### src/rtl/rd_trunc_pkg.sv
package rd_trunc_pkg;

    typedef enum logic [2:0] {
        CMD_NOP   = 3'd0,
        CMD_READ  = 3'd1,
        CMD_WRITE = 3'd2,
        CMD_BST   = 3'd3,
        CMD_PRE   = 3'd4
    } cmd_e;

    // Width of the internal cycle counters and pair counts.
    localparam int unsigned CNT_W = 8;

    // CAS latency 2 expressed in half clocks.
    localparam int unsigned CL2_HALF_CLKS = 4;

    typedef struct packed {
        logic [CNT_W-1:0] pairs;    // pairs kept
        logic             full;     // pairs equal half the burst length
        logic             end_pre;  // end with precharge
        logic             ap;       // auto-precharge read
        logic             late;     // 2.5 latency selected
    } job_t;

    // Clock cycle after READ that carries the first pair.
    function automatic logic [CNT_W-1:0] first_pair_cycle(input logic late);
        logic [CNT_W-1:0] half_clks;
        half_clks = CNT_W'(CL2_HALF_CLKS) + CNT_W'(late);
        return half_clks >> 1;
    endfunction

    // Pairs contained in a full burst.
    function automatic logic [CNT_W-1:0] full_pairs(input logic bl8,
                                                    input int unsigned max_pairs);
        return bl8 ? CNT_W'(max_pairs) : CNT_W'(max_pairs / 2);
    endfunction

endpackage

### src/rtl/rd_trunc_admit.sv
module rd_trunc_admit
    import rd_trunc_pkg::*;
#(
    parameter int unsigned MAX_PAIRS = 4,
    parameter int unsigned PAIR_W    = 3
) (
    input  logic [PAIR_W-1:0] pairs,
    input  logic              bl8,
    input  logic              end_pre,
    input  logic              late,
    input  logic              ap,
    output logic              ok,
    output job_t              job
);

    logic [CNT_W-1:0] n;
    logic [CNT_W-1:0] full_n;
    logic             range_ok;
    logic             is_full;
    logic             ap_ok;

    always_comb begin
        n        = CNT_W'(pairs);
        full_n   = full_pairs(bl8, MAX_PAIRS);
        range_ok = (n != '0) && (n <= full_n);
        is_full  = (n == full_n);
        // auto-precharge only on an untruncated burst in terminate mode
        ap_ok    = !ap || (is_full && !end_pre);
        ok       = range_ok && ap_ok;
        job.pairs   = n;
        job.full    = is_full;
        job.end_pre = end_pre;
        job.ap      = ap;
        job.late    = late;
    end

endmodule

### src/rtl/rd_trunc_window.sv
module rd_trunc_window
    import rd_trunc_pkg::*;
(
    input  logic clk,
    input  logic rst,
    input  logic start,
    input  job_t job_in,
    output job_t job,
    output logic active,
    output logic end_fire,
    output logic data_on
);

    logic [CNT_W-1:0] age;
    logic [CNT_W-1:0] first_c;
    logic [CNT_W-1:0] last_c;
    logic [CNT_W-1:0] drain_c;
    logic             drain_last;

    always_comb begin
        first_c    = first_pair_cycle(job.late);
        last_c     = first_c + job.pairs - CNT_W'(1);
        drain_c    = last_c + CNT_W'(job.late);
        drain_last = active && (age == drain_c);
        // end command goes out N cycles after READ; register stage adds one
        end_fire   = active && (age == job.pairs - CNT_W'(1));
        data_on    = active && (age >= first_c) && (age <= last_c);
    end

    always_ff @(posedge clk) begin
        if (rst) begin
            active <= 1'b0;
            age    <= '0;
            job    <= '0;
        end else if (start) begin
            active <= 1'b1;
            age    <= '0;
            job    <= job_in;
        end else if (active) begin
            if (drain_last) begin
                active <= 1'b0;
            end else begin
                age <= age + CNT_W'(1);
            end
        end
    end

endmodule

### src/rtl/rd_trunc_recovery.sv
module rd_trunc_recovery #(
    parameter int unsigned TRP   = 5,
    parameter int unsigned PRE_W = 3
) (
    input  logic clk,
    input  logic rst,
    input  logic start,
    output logic busy
);

    logic [PRE_W-1:0] left;

    always_ff @(posedge clk) begin
        if (rst) begin
            left <= '0;
        end else if (start) begin
            left <= PRE_W'(TRP - 1);
        end else if (left != '0) begin
            left <= left - PRE_W'(1);
        end
    end

    assign busy = (left != '0);

endmodule

### src/rtl/rd_trunc_seq.sv
module rd_trunc_seq
    import rd_trunc_pkg::*;
#(
    parameter  int unsigned BANK_W    = 2,
    parameter  int unsigned COL_W     = 10,
    parameter  int unsigned MAX_PAIRS = 4,
    parameter  int unsigned TRP       = 5,
    localparam int unsigned PAIR_W    = $clog2(MAX_PAIRS + 1),
    localparam int unsigned PRE_W     = $clog2(TRP + 1)
) (
    input  logic              clk,
    input  logic              rst,
    input  logic              req_valid,
    output logic              req_ready,
    input  logic              req_write,
    input  logic [BANK_W-1:0] req_bank,
    input  logic [COL_W-1:0]  req_col,
    input  logic [PAIR_W-1:0] req_pairs,
    input  logic              req_end_pre,
    input  logic              req_bl8,
    input  logic              req_cl_late,
    input  logic              req_autopre,
    output logic [2:0]        cmd_code,
    output logic [BANK_W-1:0] cmd_bank,
    output logic [COL_W-1:0]  cmd_col,
    output logic              cmd_ap,
    output logic              rd_valid,
    output logic              rd_late,
    output logic              rd_busy,
    output logic              pre_busy,
    output logic              req_err
);

    logic        accept;
    logic        adm_ok;
    job_t        adm_job;
    job_t        win_job;
    logic        win_active;
    logic        win_end;
    logic        win_data;
    logic        rd_start;
    logic        prech_start;
    cmd_e        cmd_q;
    logic [BANK_W-1:0] bank_q;
    logic [COL_W-1:0]  col_q;
    logic        ap_q;
    logic        err_q;

    rd_trunc_admit #(
        .MAX_PAIRS (MAX_PAIRS),
        .PAIR_W    (PAIR_W)
    ) i_admit (
        .pairs   (req_pairs),
        .bl8     (req_bl8),
        .end_pre (req_end_pre),
        .late    (req_cl_late),
        .ap      (req_autopre),
        .ok      (adm_ok),
        .job     (adm_job)
    );

    rd_trunc_window i_window (
        .clk      (clk),
        .rst      (rst),
        .start    (rd_start),
        .job_in   (adm_job),
        .job      (win_job),
        .active   (win_active),
        .end_fire (win_end),
        .data_on  (win_data)
    );

    rd_trunc_recovery #(
        .TRP   (TRP),
        .PRE_W (PRE_W)
    ) i_recovery (
        .clk   (clk),
        .rst   (rst),
        .start (prech_start),
        .busy  (pre_busy)
    );

    assign req_ready   = !win_active && !pre_busy;
    assign accept      = req_valid && req_ready;
    assign rd_start    = accept && !req_write && adm_ok;
    // explicit or automatic precharge both begin at the end cycle
    assign prech_start = win_end && (win_job.end_pre || win_job.ap);

    always_ff @(posedge clk) begin
        if (rst) begin
            cmd_q  <= CMD_NOP;
            bank_q <= '0;
            col_q  <= '0;
            ap_q   <= 1'b0;
            err_q  <= 1'b0;
        end else begin
            cmd_q <= CMD_NOP;
            ap_q  <= 1'b0;
            err_q <= 1'b0;
            if (accept) begin
                bank_q <= req_bank;
                col_q  <= req_col;
                if (req_write) begin
                    cmd_q <= CMD_WRITE;
                end else if (adm_ok) begin
                    cmd_q <= CMD_READ;
                    ap_q  <= req_autopre;
                end else begin
                    err_q <= 1'b1;
                end
            end else if (win_end) begin
                if (win_job.end_pre) begin
                    cmd_q <= CMD_PRE;
                end else if (!win_job.full) begin
                    cmd_q <= CMD_BST;
                end
            end
        end
    end

    assign cmd_code = cmd_q;
    assign cmd_bank = bank_q;
    assign cmd_col  = col_q;
    assign cmd_ap   = ap_q;
    assign rd_valid = win_data;
    assign rd_late  = win_data && win_job.late;
    assign rd_busy  = win_active;
    assign req_err  = err_q;

endmodule

### config.mk
export PLATFORM = sky130hd
export DESIGN_NAME = rd_trunc_seq
export DESIGN_NICKNAME = d
export VERILOG_FILES = /design/src/rtl/rd_trunc_pkg.sv /design/src/rtl/rd_trunc_admit.sv /design/src/rtl/rd_trunc_window.sv /design/src/rtl/rd_trunc_recovery.sv /design/src/rtl/rd_trunc_seq.sv
export SDC_FILE = /design/constraint.sdc
export NUM_CORES = 1
export LEC_CHECK = 0
export ABC_AREA = 1
export BUFFER_PORTS_ARGS = -buffer_cell sky130_fd_sc_hd__buf_2
export CORE_UTILIZATION = 30
export CTS_CLUSTER_SIZE = 12
export DETAILED_ROUTE_END_ITERATION = 12
export PLACE_DENSITY = 0.56
export REMOVE_ABC_BUFFERS = 1
export SYNTH_ARGS = -nofsm -noshare
export SYNTH_HDL_FRONTEND = slang
export SYNTH_HIERARCHICAL = 1
export SYNTH_SLANG_ARGS = --single-unit
### constraint.sdc
create_clock -name clk -period 2.6 [get_ports clk]
set_input_delay 0.13 -clock clk [delete_from_list [all_inputs] [get_ports clk]]
set_output_delay 0.13 -clock clk [all_outputs]
set_load 0.05 [all_outputs]
==> results of run 1 <==
power by group through the flow:
stage               logic (mW)  registers, mW  clock network (mW)
floorplan                0.483           1.01                   0
global placement         0.905          0.789                   0
finish                   0.931          0.777               0.523
global route              1.02          0.790               0.566
CTS                      0.921          0.777               0.541
detailed placement       0.912          0.791                   0
cells in the mapped netlist, drive strengths merged:
library cell	count
nand2	83
nor2	75
inv	48
dfxtp	41
nand3	30
a21oi	23
ha	19
o21ai	19
buf	18
xor2	13
a211oi	7
nand4	6
xnor2	6
clkbuf	4
nor4	2
a311oi	1
a32oi	1
conb	1
nor3	1
nor3b	1
o21a	1
o21bai	1
state kept, by name, indices dropped and copies added, names as in the netlist:
register	flops
i_recovery/left	3
i_window/job	12
i_window/active	1
cmd_bank	2
cmd_col	10
cmd_code	3
i_window/age	8
cmd_ap	1
req_err	1
cell type report:
cell class              count  area [um^2]  share of cell area
repair buffers             56          320              0.0969
flip-flops and latches     41          838               0.253
clock buffers               5         68.8              0.0208
multi-input cells         294         1710               0.517
well taps                 108          135              0.0409
clock inverters             3         43.8              0.0132
inverters                  48          190              0.0575
cells by family after synthesis:
family	after synthesis	synth area share
and+or+nand+nor	198	0.329
DFF	41	0.293
xor gates and xnor gates	19	0.0595
AOI/OAI and AO/OA	53	0.107
buffers and inverters	70	0.125
adders and majority gates	19	0.0849
other	1	0.00134
worst max-delay path by stage:
stage	from	end	slack, ns	depth (start not counted)
floorplan	i_window/job[6]	rd_late	-0.75	11
global placement	i_window/job[5]	rd_late	0.18	14
detailed placement	i_window/job[5]	rd_late	0.18	14
CTS	i_window/job[5]	rd_late	0.02	15
global route	i_window/job[7]	rd_late	-0.02	12
finish	i_window/job[5]	rd_late	0.13	12
layout by cell type (no fill, tap or decap), drive strengths merged, types with 2 or more instances in the layout:
cell / count
a211oi: 7
a21oi: 23
buf: 56
clkbuf: 5
conb: 5
dfxtp: 41
ha: 19
inv: 49
nand2: 83
nand3: 30
nand4: 6
nor2: 75
nor4: 2
o21ai: 19
xnor2: 6
xor2: 13
routing by layer:
metal | wire, um | vias to the layer above | GRT usage
li1 | - | 1359 | -
met1 | 3110 | 1132 | 0.181
met2 | 3240 | 44 | 0.230
met3 | 230 | 4 | 0.0234
met4 | 61 | 0 | 0.0436
met5 | 0 | - | 0
worst max-delay path, delay by kind of cell, from the launching register on:
kind	cells	cell delay, ns
fa+ha+maj	1	0.33
compound gates	2	0.23
buf+inv	2	0.22
flops	1	0.40
xor+xnor	1	0.15
simple gates	6	0.72
timing repair:
item / 4_1_cts / 5_1_grt
endpoints found under the hold margin: 0 / 0
buffers inserted: 0 / 6
endpoints found under the setup margin: 2 / 2
gates resized for setup: 8 / 24
pin swaps: 0 / 10
per-stage QoR:
step | utilization | setup WS, ns | cell area (um^2) | total power, mW
CTS | 0.359 | 0.0221 | 3190 | 2.24
finish | 0.372 | 0.129 | 3310 | 2.23
detailed placement | 0.343 | 0.184 | 3050 | 1.70
floorplan | - | -0.748 | 2650 | 1.49
global route | 0.372 | -0.0210 | 3310 | 2.38
global placement | 0.343 | 0.175 | 3050 | 1.69
==> results.md, run 1 <==
- Terminating pin of the worst hold path: cmd_col[2]
- Clock network fraction of design power: 0.234
- Global-route total usage across every layer: 0.138
- Peak per-stage delay on the critical path: 0.40 ns
- Antenna violations before repair: 0
- Worst-case clock buffer depth: 2
- Top-Level Pins: 45
- Cells along the critical path: nand2_2 > nor2_4 > nand2_2 > xor2_1 > ha_1 > nand2_2 > o21bai_1 > a32oi_1 > nor3b_2 > nand2_1 > inv_1 > buf_6
- Skew final: 0.00828 ns
- Die height: 98.6 um
- Power density of the placed cells: 674 nW/um^2
- Final Wtd Congestion: 0.826
- Number of placement rows: 34
- Share of the cycle needed by the critical path after routing: 0.950
- Cell type with the highest occurrence count on the critical path: nand2_2
- Category of the most critical setup path: reg2out
- Post-CTS Hold Fix Bufs: 0
- # nets final: 488
- Width of the die: 98.6 um
- R2r setup slk: 0.29 ns
- Tightest slew margin relative to the limit: 0.615
- Average detailed-routed wire length per instance: 12.0 um
- Slew @ Worst Pin: 0.577 ns
- Pin count of the biggest net entering global routing: 21
- Share of Yosys cell area claimed by the top area cell type: 0.293
- Required time of the critical path: 2.47 ns
- RR Startpoint: i_window/job[5]
- Worst IR Drop VDD: 0.000340 V
- First-pass GRT wire length: 10900 um
- Cell area after synthesis: 2800 um^2
- Core Footprint: 8890 um^2
- Inserted Diodes: 0
- Logic pwr share: 0.417
- Cell type contributing the most total cell area after synthesis: dfxtp_1
- Post-route DRC violation count: 0
- Internal power of the cells: 1.27 mW
- Synth-to-layout area growth: 18.1%
- Switching power summed over all nets: 964 uW
- Estimated wirelength of the detail-placed design: 5170 um
- Reg2reg path depth: 14
- Count of final hold-check violations: 0
- Hold/Removal Path Class: in2reg
- Status: finished, final reports clean
- Count of final max-slew check failures: 0
- Initial core utilization: 0.315
- Cell depth of the worst min-delay path: 3
- Total detailed-routing wirelength: 6640 um
- Number of fill cells: 926
- Share of final-layout standard cells stronger than drive strength 1: 0.253
- Number of DRC violations after detailed-routing iteration 0: 123
- Setup crit start kind: flip-flop
- Clock tree from TritonCTS: yes
- Number of standard cells in the layout, taps in and fillers out: 555
- Total of max-cap violations: 0
- Number of synthesized register bits: 41
- # placed instances: 541
- Max Clock Freq: 405 MHz
- Fin Setup TNS: 0 ns
- Sequential fraction of design power: 0.348
- Hold Startpoint: req_col[2]
- Distinct cell type count of the synthesized netlist: 34
- Synthesized area per cell: 6.98 um^2
- Maximum fanout along the worst path: 5
- Final hold slack: 0.0621 ns
- Seq/Total Area, Yosys: 0.293
- Clock-pin slew reported for the worst setup and hold paths after clock tree synthesis: 0.09 ns
- Worst r2r dst: i_window/age[2]
- Number of warnings reported in the yosys synthesis log: 6
- Number of global-route vias before repair: 2329
- Input/output buffers: 44
- Maximum level of the CTS H-tree: 2
- Fraction of power spent switching nets: 0.432
- Shortest period the worst path allows: 2.47 ns
- Worst Path Arrival: 2.34 ns
- RSZ-0062 raised after global routing: true
- Routed vias: 2539
- Total Die Area: 9720 um^2
- Clock root buffer: clkbuf_8
- Leak: 1.54 nW
- Drt pass-1 iters: 4
- Synth top area cells: dfxtp_1 (29%), nand2_1 (9.5%), nor2_1 (8.6%)
- Total clock buffers created by CTS: 5
- Count of antenna-violating nets left after detailed routing: 0
- Cell with the biggest individual delay on the critical path: dfxtp_4
- Synthesized netlist cell count: 401
- Number of vias per cell: 4.57
- Clk_lat worst skew: 0.30 ns
- Global route total overflow: 0
- Number of clock sinks seen by CTS: 41
- Total of endpoints with negative setup slack in the final report: 0
- Category of the worst setup path capture point: primary output
No activity file was read; power rests on OpenSTA's default activity.
==> run 2: changes to the inputs <==
- ABC_AREA: 1 -> 0
==> results.md, run 2 <==
- Crit path setup slack, layout: -0.174 ns
- Global-route total usage across every layer: 0.139
- Worst-case clock buffer depth: 2
- Worst Path Arrival: 2.64 ns
- Largest register FFs: 12
- Leak: 1.60 nW
- FFs w/ async S/R, synth: 0
- Skew final: 0.00808 ns
- Commonest non-fill, non-tap cell in the layout: buf_4
- Maximum fanout along the worst path: 5
- # nets final: 450
- Top-Level Pins: 45
- Core Footprint: 9280 um^2
- Synthesized area per cell: 8.74 um^2
- Share of the cycle needed by the critical path after routing: 1.07
- Total clock buffers created by CTS: 5
- Synth top area cells: dfxtp_1 (29%), mux2i_1 (9.7%), ha_1 (8.3%)
- Post-route DRC violation count: 0
- Number of DRC violations after detailed-routing iteration 0: 85
- Count of final hold-check violations: 0
- Drt pass-1 iters: 4
- Post-synth top cells: dfxtp_1 (41), mux2i_1 (28), nand2b_1 (26)
- Most instantiated flip-flop cell in the synthesis netlist: dfxtp_1
- Met2 GRT Util: 0.234
- Final Wtd Congestion: 0.774
- Clock root buffer: clkbuf_8
- Number of fill cells: 984
- Layout Cell Area excl Fill: 3840 um^2
- Sequential cell area: 832 um^2
- Number of vias per cell: 4.77
- Cell area after synthesis: 2880 um^2
- Number of placement rows: 35
- Global route hottest layer: met2
- Count of antenna-violating nets left after detailed routing: 0
- Clock tree from TritonCTS: yes
- Number of synthesized register bits: 41
- Estimated wirelength of the detail-placed design: 4910 um
- Met1 track demand over resource: 0.184
- Share of Yosys cell area claimed by the top area cell type: 0.285
- Number of global-route vias before repair: 2454
- Power density of the placed cells: 512 nW/um^2
- Category of the most critical setup path: reg2out
- Tightest slew margin relative to the limit: 0.551
- Inserted Diodes: 0
- Post-CTS Hold Fix Bufs: 0
- Total of max-cap violations: 0
- Standard cell area after detailed placement: 3390 um^2
- Clock-pin slew reported for the worst setup and hold paths after clock tree synthesis: 0.09 ns
- Commonest cells after routing, fill and taps aside: buf_4 (47), buf_2 (44), dfxtp_1 (38)
- Total Die Area: 9980 um^2
- Average detailed-routed wire length per instance: 13.2 um
- Slew @ Worst Pin: 0.673 ns
- Number of warnings reported in the yosys synthesis log: 6
- Status: finished with violations
- Final hold slack: 0.0638 ns
- Die height: 99.9 um
- Shortest period the worst path allows: 2.77 ns
- Total detailed-routing wirelength: 7080 um
- Total of endpoints with negative setup slack in the final report: 9
- Worst IR Drop VDD: 0.000884 V
- Distinct cell type count of the synthesized netlist: 58
- R2r setup slk: -0.16 ns
- Synthesized netlist cell count: 329
- Required time of the critical path: 2.47 ns
- Setup crit start kind: flip-flop
- Cell type contributing the most total cell area after synthesis: dfxtp_1
- Antenna violations before repair: 0
- Clk_lat worst skew: 0.29 ns
- Category of the worst setup path capture point: primary output
- Max Clock Freq: 360 MHz
- Share of final-layout standard cells stronger than drive strength 1: 0.391
- Global route total overflow: 0
- Width of the die: 99.9 um
- Met3 Track Usage GR: 0.0258
- Routed vias: 2565
- Maximum level of the CTS H-tree: 2
- Fin Setup TNS: -1.10 ns
- Number of synthesized flops with an enable pin: 0
- Hold/Removal Path Class: in2reg
- RSZ-0062 raised after global routing: true
- Number of clock sinks seen by CTS: 41
- Count of final max-slew check failures: 0
- Synth-to-layout area growth: 33.4%
- Violated checks: negative setup slack
- Pin count of the biggest net entering global routing: 48
- Area taken by multi-input logic gates: 2010 um^2
- Most flop-heavy register: i_window/job
- First-pass GRT wire length: 11200 um
- Initial core utilization: 0.310
- Input/output buffers: 44
- Seq/Total Area, Yosys: 0.285
- Count leader, synth: dfxtp_1
==> run 2: cell count changes after synthesis, moves of 6 or more <==
cell      before  now
o21ai_1        9    0
nand2_2        9    0
nor2_1        64   20
a211oi_1       7    1
nor2_4         6    0
mux2i_1        0   28
inv_1         44   19
nand2_1       71    8
nand3_1       29   13
nand2b_1       0   26
xnor2_1        6   13
==> run 2: repair_timing <==
item / CTS / global route
pin swaps: 22 / 26
buffers inserted: 8 / 5
cloned: 1 / 0
resized for setup: 36 / 19
endpoints found under the hold margin: 0 / 0
endpoints found under the setup margin: 14 / 14
==> run 2: cell type report <==
class,count,area share
inverter,20,0.0202
sequential,41,0.217
clock buffer,5,0.0179
tap,129,0.0421
timing repair buffer,99,0.173
multi-input combinational,241,0.523
clock inverter,3,0.00652
==> run 2: power by group <==
group          switching [mW]  internal [mW]
combinational           0.493          0.289
clock                   0.259          0.194
sequential             0.0399          0.688
total                   0.792           1.17
==> run 2: path summary, 6_finish.rpt <==
| kind | from | endpoint | depth (start not counted) |
|---|---|---|---|
| worst max-delay path | i_window/job[6] | rd_late | 12 |
| worst max register to register | i_window/job[5] | i_window/age[7] | 11 |
| worst min-delay path | req_write | cmd_ap | 2 |
| worst min register to register | cmd_col[1] | cmd_col[1] | 2 |
==> run 2: per-stage QoR <==
step                setup WS, ns  cells   util  power (mW)
floorplan                  -1.28    302      -        1.29
global placement          -0.302    516  0.365        1.47
detailed placement        -0.211    516  0.365        1.49
CTS                       -0.133    533  0.399        1.98
global route              -0.285    538  0.413        2.07
finish                    -0.174    538  0.413        1.96
==> run 2: critical path, stage by stage (launching register included) <==
cell	delay [ns]
dfxtp_4	0.39
buf_6	0.10
and3_4	0.18
buf_4	0.11
nand4_1	0.14
xor2_1	0.22
ha_1	0.33
nand3_2	0.08
nor2_1	0.11
nand3_1	0.09
a221oi_2	0.26
and2_1	0.18
buf_6	0.16
==> run 2: cell families (layout without fill, tap and decap cells) <==
logic type	after synthesis	in the layout	share of synthesized area
adder cells (fa/ha/maj)	19	19	0.0827
flip-flops	41	41	0.285
buffers and inverters	51	127	0.0936
AND/OR/NAND/NOR	114	114	0.232
XOR/XNOR	28	28	0.0927
other	1	5	0.00130
multiplexers	28	28	0.0975
AO/OA/AOI/OAI	47	47	0.115
==> run 2: routing by layer <==
metal  up-vias  wire (um)
met5         -          0
li1       1279          -
met2        62       3380
met3         8        253
met4         0         63
met1      1216       3380
==> run 3: changes to the inputs <==
- CORE_ASPECT_RATIO: default -> 1.2
- RECOVER_POWER: default -> 100
==> results.md, run 3 (synthesized netlist as in run 2, its figures left out) <==
- Maximum level of the CTS H-tree: 2
- Pin count of the biggest net entering global routing: 48
- Width of the die: 91.4 um
- Number of clock sinks seen by CTS: 41
- Category of the worst setup path capture point: primary output
- Cell family with most CP delay: compound AO/OA/AOI/OAI gates
- Antenna violations before repair: 0
- Die height: 109 um
- Switching power summed over all nets: 761 uW
- Slew @ Worst Pin: 1.02 ns
- Input/output buffers: 44
- Global route total overflow: 0
- Layout Cell Area excl Fill: 3810 um^2
- Clock network fraction of design power: 0.261
- Commonest non-fill, non-tap cell in the layout: buf_4
- Fraction of power spent switching nets: 0.381
- Setup crit start kind: flip-flop
- Peak per-stage delay on the critical path: 0.39 ns
- Total Die Area: 9980 um^2
- Inserted Diodes: 0
- Clock root buffer: clkbuf_8
- Average detailed-routed wire length per instance: 13.0 um
- Number of fill cells: 943
- Clock tree from TritonCTS: yes
- Violated checks: negative setup slack
- Share of the cycle needed by the critical path after routing: 1.05
- Status: finished with violations
- # nets final: 446
- Hold/Removal Path Class: in2reg
- Crit path buffers/inverters: 1
- Worst IR Drop VDD: 0.000533 V
- Count of antenna-violating nets left after detailed routing: 0
- Most flop-heavy register: i_window/job
- Count of final hold-check violations: 0
- Area taken by multi-input logic gates: 2030 um^2
- Skew final: 0.00750 ns
- Worst Path Arrival: 2.59 ns
- Final Wtd Congestion: 0.785
- Number of global-route vias before repair: 2457
- Cell with the biggest individual delay on the critical path: dfxtp_4
- Commonest cells after routing, fill and taps aside: buf_4 (40), dfxtp_1 (36), mux2i_1 (28)
- Fin Setup TNS: -0.469 ns
- Total of endpoints with negative setup slack in the final report: 6
- Post-CTS Hold Fix Bufs: 0
- Estimated wirelength of the detail-placed design: 4940 um
- Sequential cell area: 835 um^2
- Maximum fanout along the worst path: 7
- Leak: 1.50 nW
- Clock-pin slew reported for the worst setup and hold paths after clock tree synthesis: 0.08 ns
- Count of final max-slew check failures: 0
- RSZ-0062 raised after global routing: true
- Number of DRC violations after detailed-routing iteration 0: 102
- Number of vias per cell: 4.80
- Category of the most critical setup path: reg2out
- Max Clock Freq: 367 MHz
- Internal power of the cells: 1.24 mW
- Share of final-layout standard cells stronger than drive strength 1: 0.326
- Final hold slack: 0.0487 ns
- First-pass GRT wire length: 11200 um
- Total of max-cap violations: 0
- Largest register FFs: 12
- Standard cell area after detailed placement: 3390 um^2
- Total power: 2.00 mW
- Sequential fraction of design power: 0.365
- Initial core utilization: 0.313
- Worst-case clock buffer depth: 2
- Post-route DRC violation count: 0
- Drt pass-1 iters: 4
- Power density of the placed cells: 524 nW/um^2
- Shortest period the worst path allows: 2.72 ns
- Clk_lat worst skew: 0.30 ns
- Total detailed-routing wirelength: 6800 um
- Number of placement rows: 38
- Cells along the critical path: ha_4 > nand3_2 > xor2_2 > ha_1 > a21o_1 > a21oi_1 > o21ai_1 > a221oi_2 > and2_1 > buf_6
- Tightest slew margin relative to the limit: 0.319
- Required time of the critical path: 2.47 ns
- Global-route total usage across every layer: 0.141
- Routed vias: 2518
- Synth-to-layout area growth: 32.6%
- Core Footprint: 9180 um^2
- Crit path setup slack, layout: -0.125 ns
- Total clock buffers created by CTS: 5
- Top-Level Pins: 45
- Logic pwr share: 0.375
-- run 3: final timing paths --
check | start | end | slack [ns] | cells after the start
worst max-delay path | i_window/job[4] | rd_late | -0.12 | 10
worst min-delay path | req_write | cmd_ap | 0.05 | 2
worst max register to register | i_window/job[4] | i_window/age[5] | -0.08 | 11
worst min register to register | cmd_col[1] | cmd_col[1] | 0.48 | 2
-- run 3: timing repair --
item	4_1_cts	5_1_grt
setup endpoints to repair	15	14
pin swaps	22	14
resized for setup	43	17
hold endpoints to repair	0	0
buffers inserted	8	0
cloned	1	0
-- run 3: per-layer routing --
metal | wire length, um | vias to the layer above | track usage | share of wire
met5 | 0 | - | 0 | 0
met4 | 127 | 0 | 0.0556 | 0.019
met3 | 195 | 10 | 0.0244 | 0.029
met2 | 3530 | 53 | 0.266 | 0.52
met1 | 2950 | 1190 | 0.157 | 0.43
li1 | - | 1265 | - | -
-- run 3: power by group through the flow --
| stage | clock (mW) | sequential, mW | combinational, mW |
|---|---|---|---|
| 6_report | 0.521 | 0.728 | 0.748 |
| 5_1_grt | 0.565 | 0.736 | 0.811 |
| 4_1_cts | 0.542 | 0.728 | 0.777 |
| 3_5_place_dp | 0 | 0.740 | 0.745 |
| 3_3_place_gp | 0 | 0.739 | 0.733 |
| 2_1_floorplan | 0 | 0.876 | 0.412 |
-- run 3: area by class of cell --
type	instances	area share
Inverter	20	0.0203
Multi-Input combinational cell	241	0.533
Sequential cell	41	0.219
Timing Repair Buffer	95	0.159
Tap cell	120	0.0394
Clock buffer	5	0.0181
Clock inverter	3	0.0121
-- run 3: stage by stage --
stage / worst slack (ns) / cells / util
6_report: -0.125 / 525 / 0.415
2_1_floorplan: -1.28 / 302 / -
4_1_cts: -0.168 / 526 / 0.412
5_1_grt: -0.267 / 525 / 0.415
3_5_place_dp: -0.267 / 509 / 0.370
3_3_place_gp: -0.260 / 509 / 0.370
-- run 3: worst reg2reg max path, cell delays in order (launching register included) --
cell,delay (ns)
dfxtp_4,0.37
ha_4,0.20
buf_4,0.14
a21oi_1,0.16
o211ai_1,0.14
a21o_1,0.22
o311a_1,0.29
a211oi_2,0.17
a311oi_2,0.09
buf_4,0.20
or4_1,0.50
a21oi_1,0.14
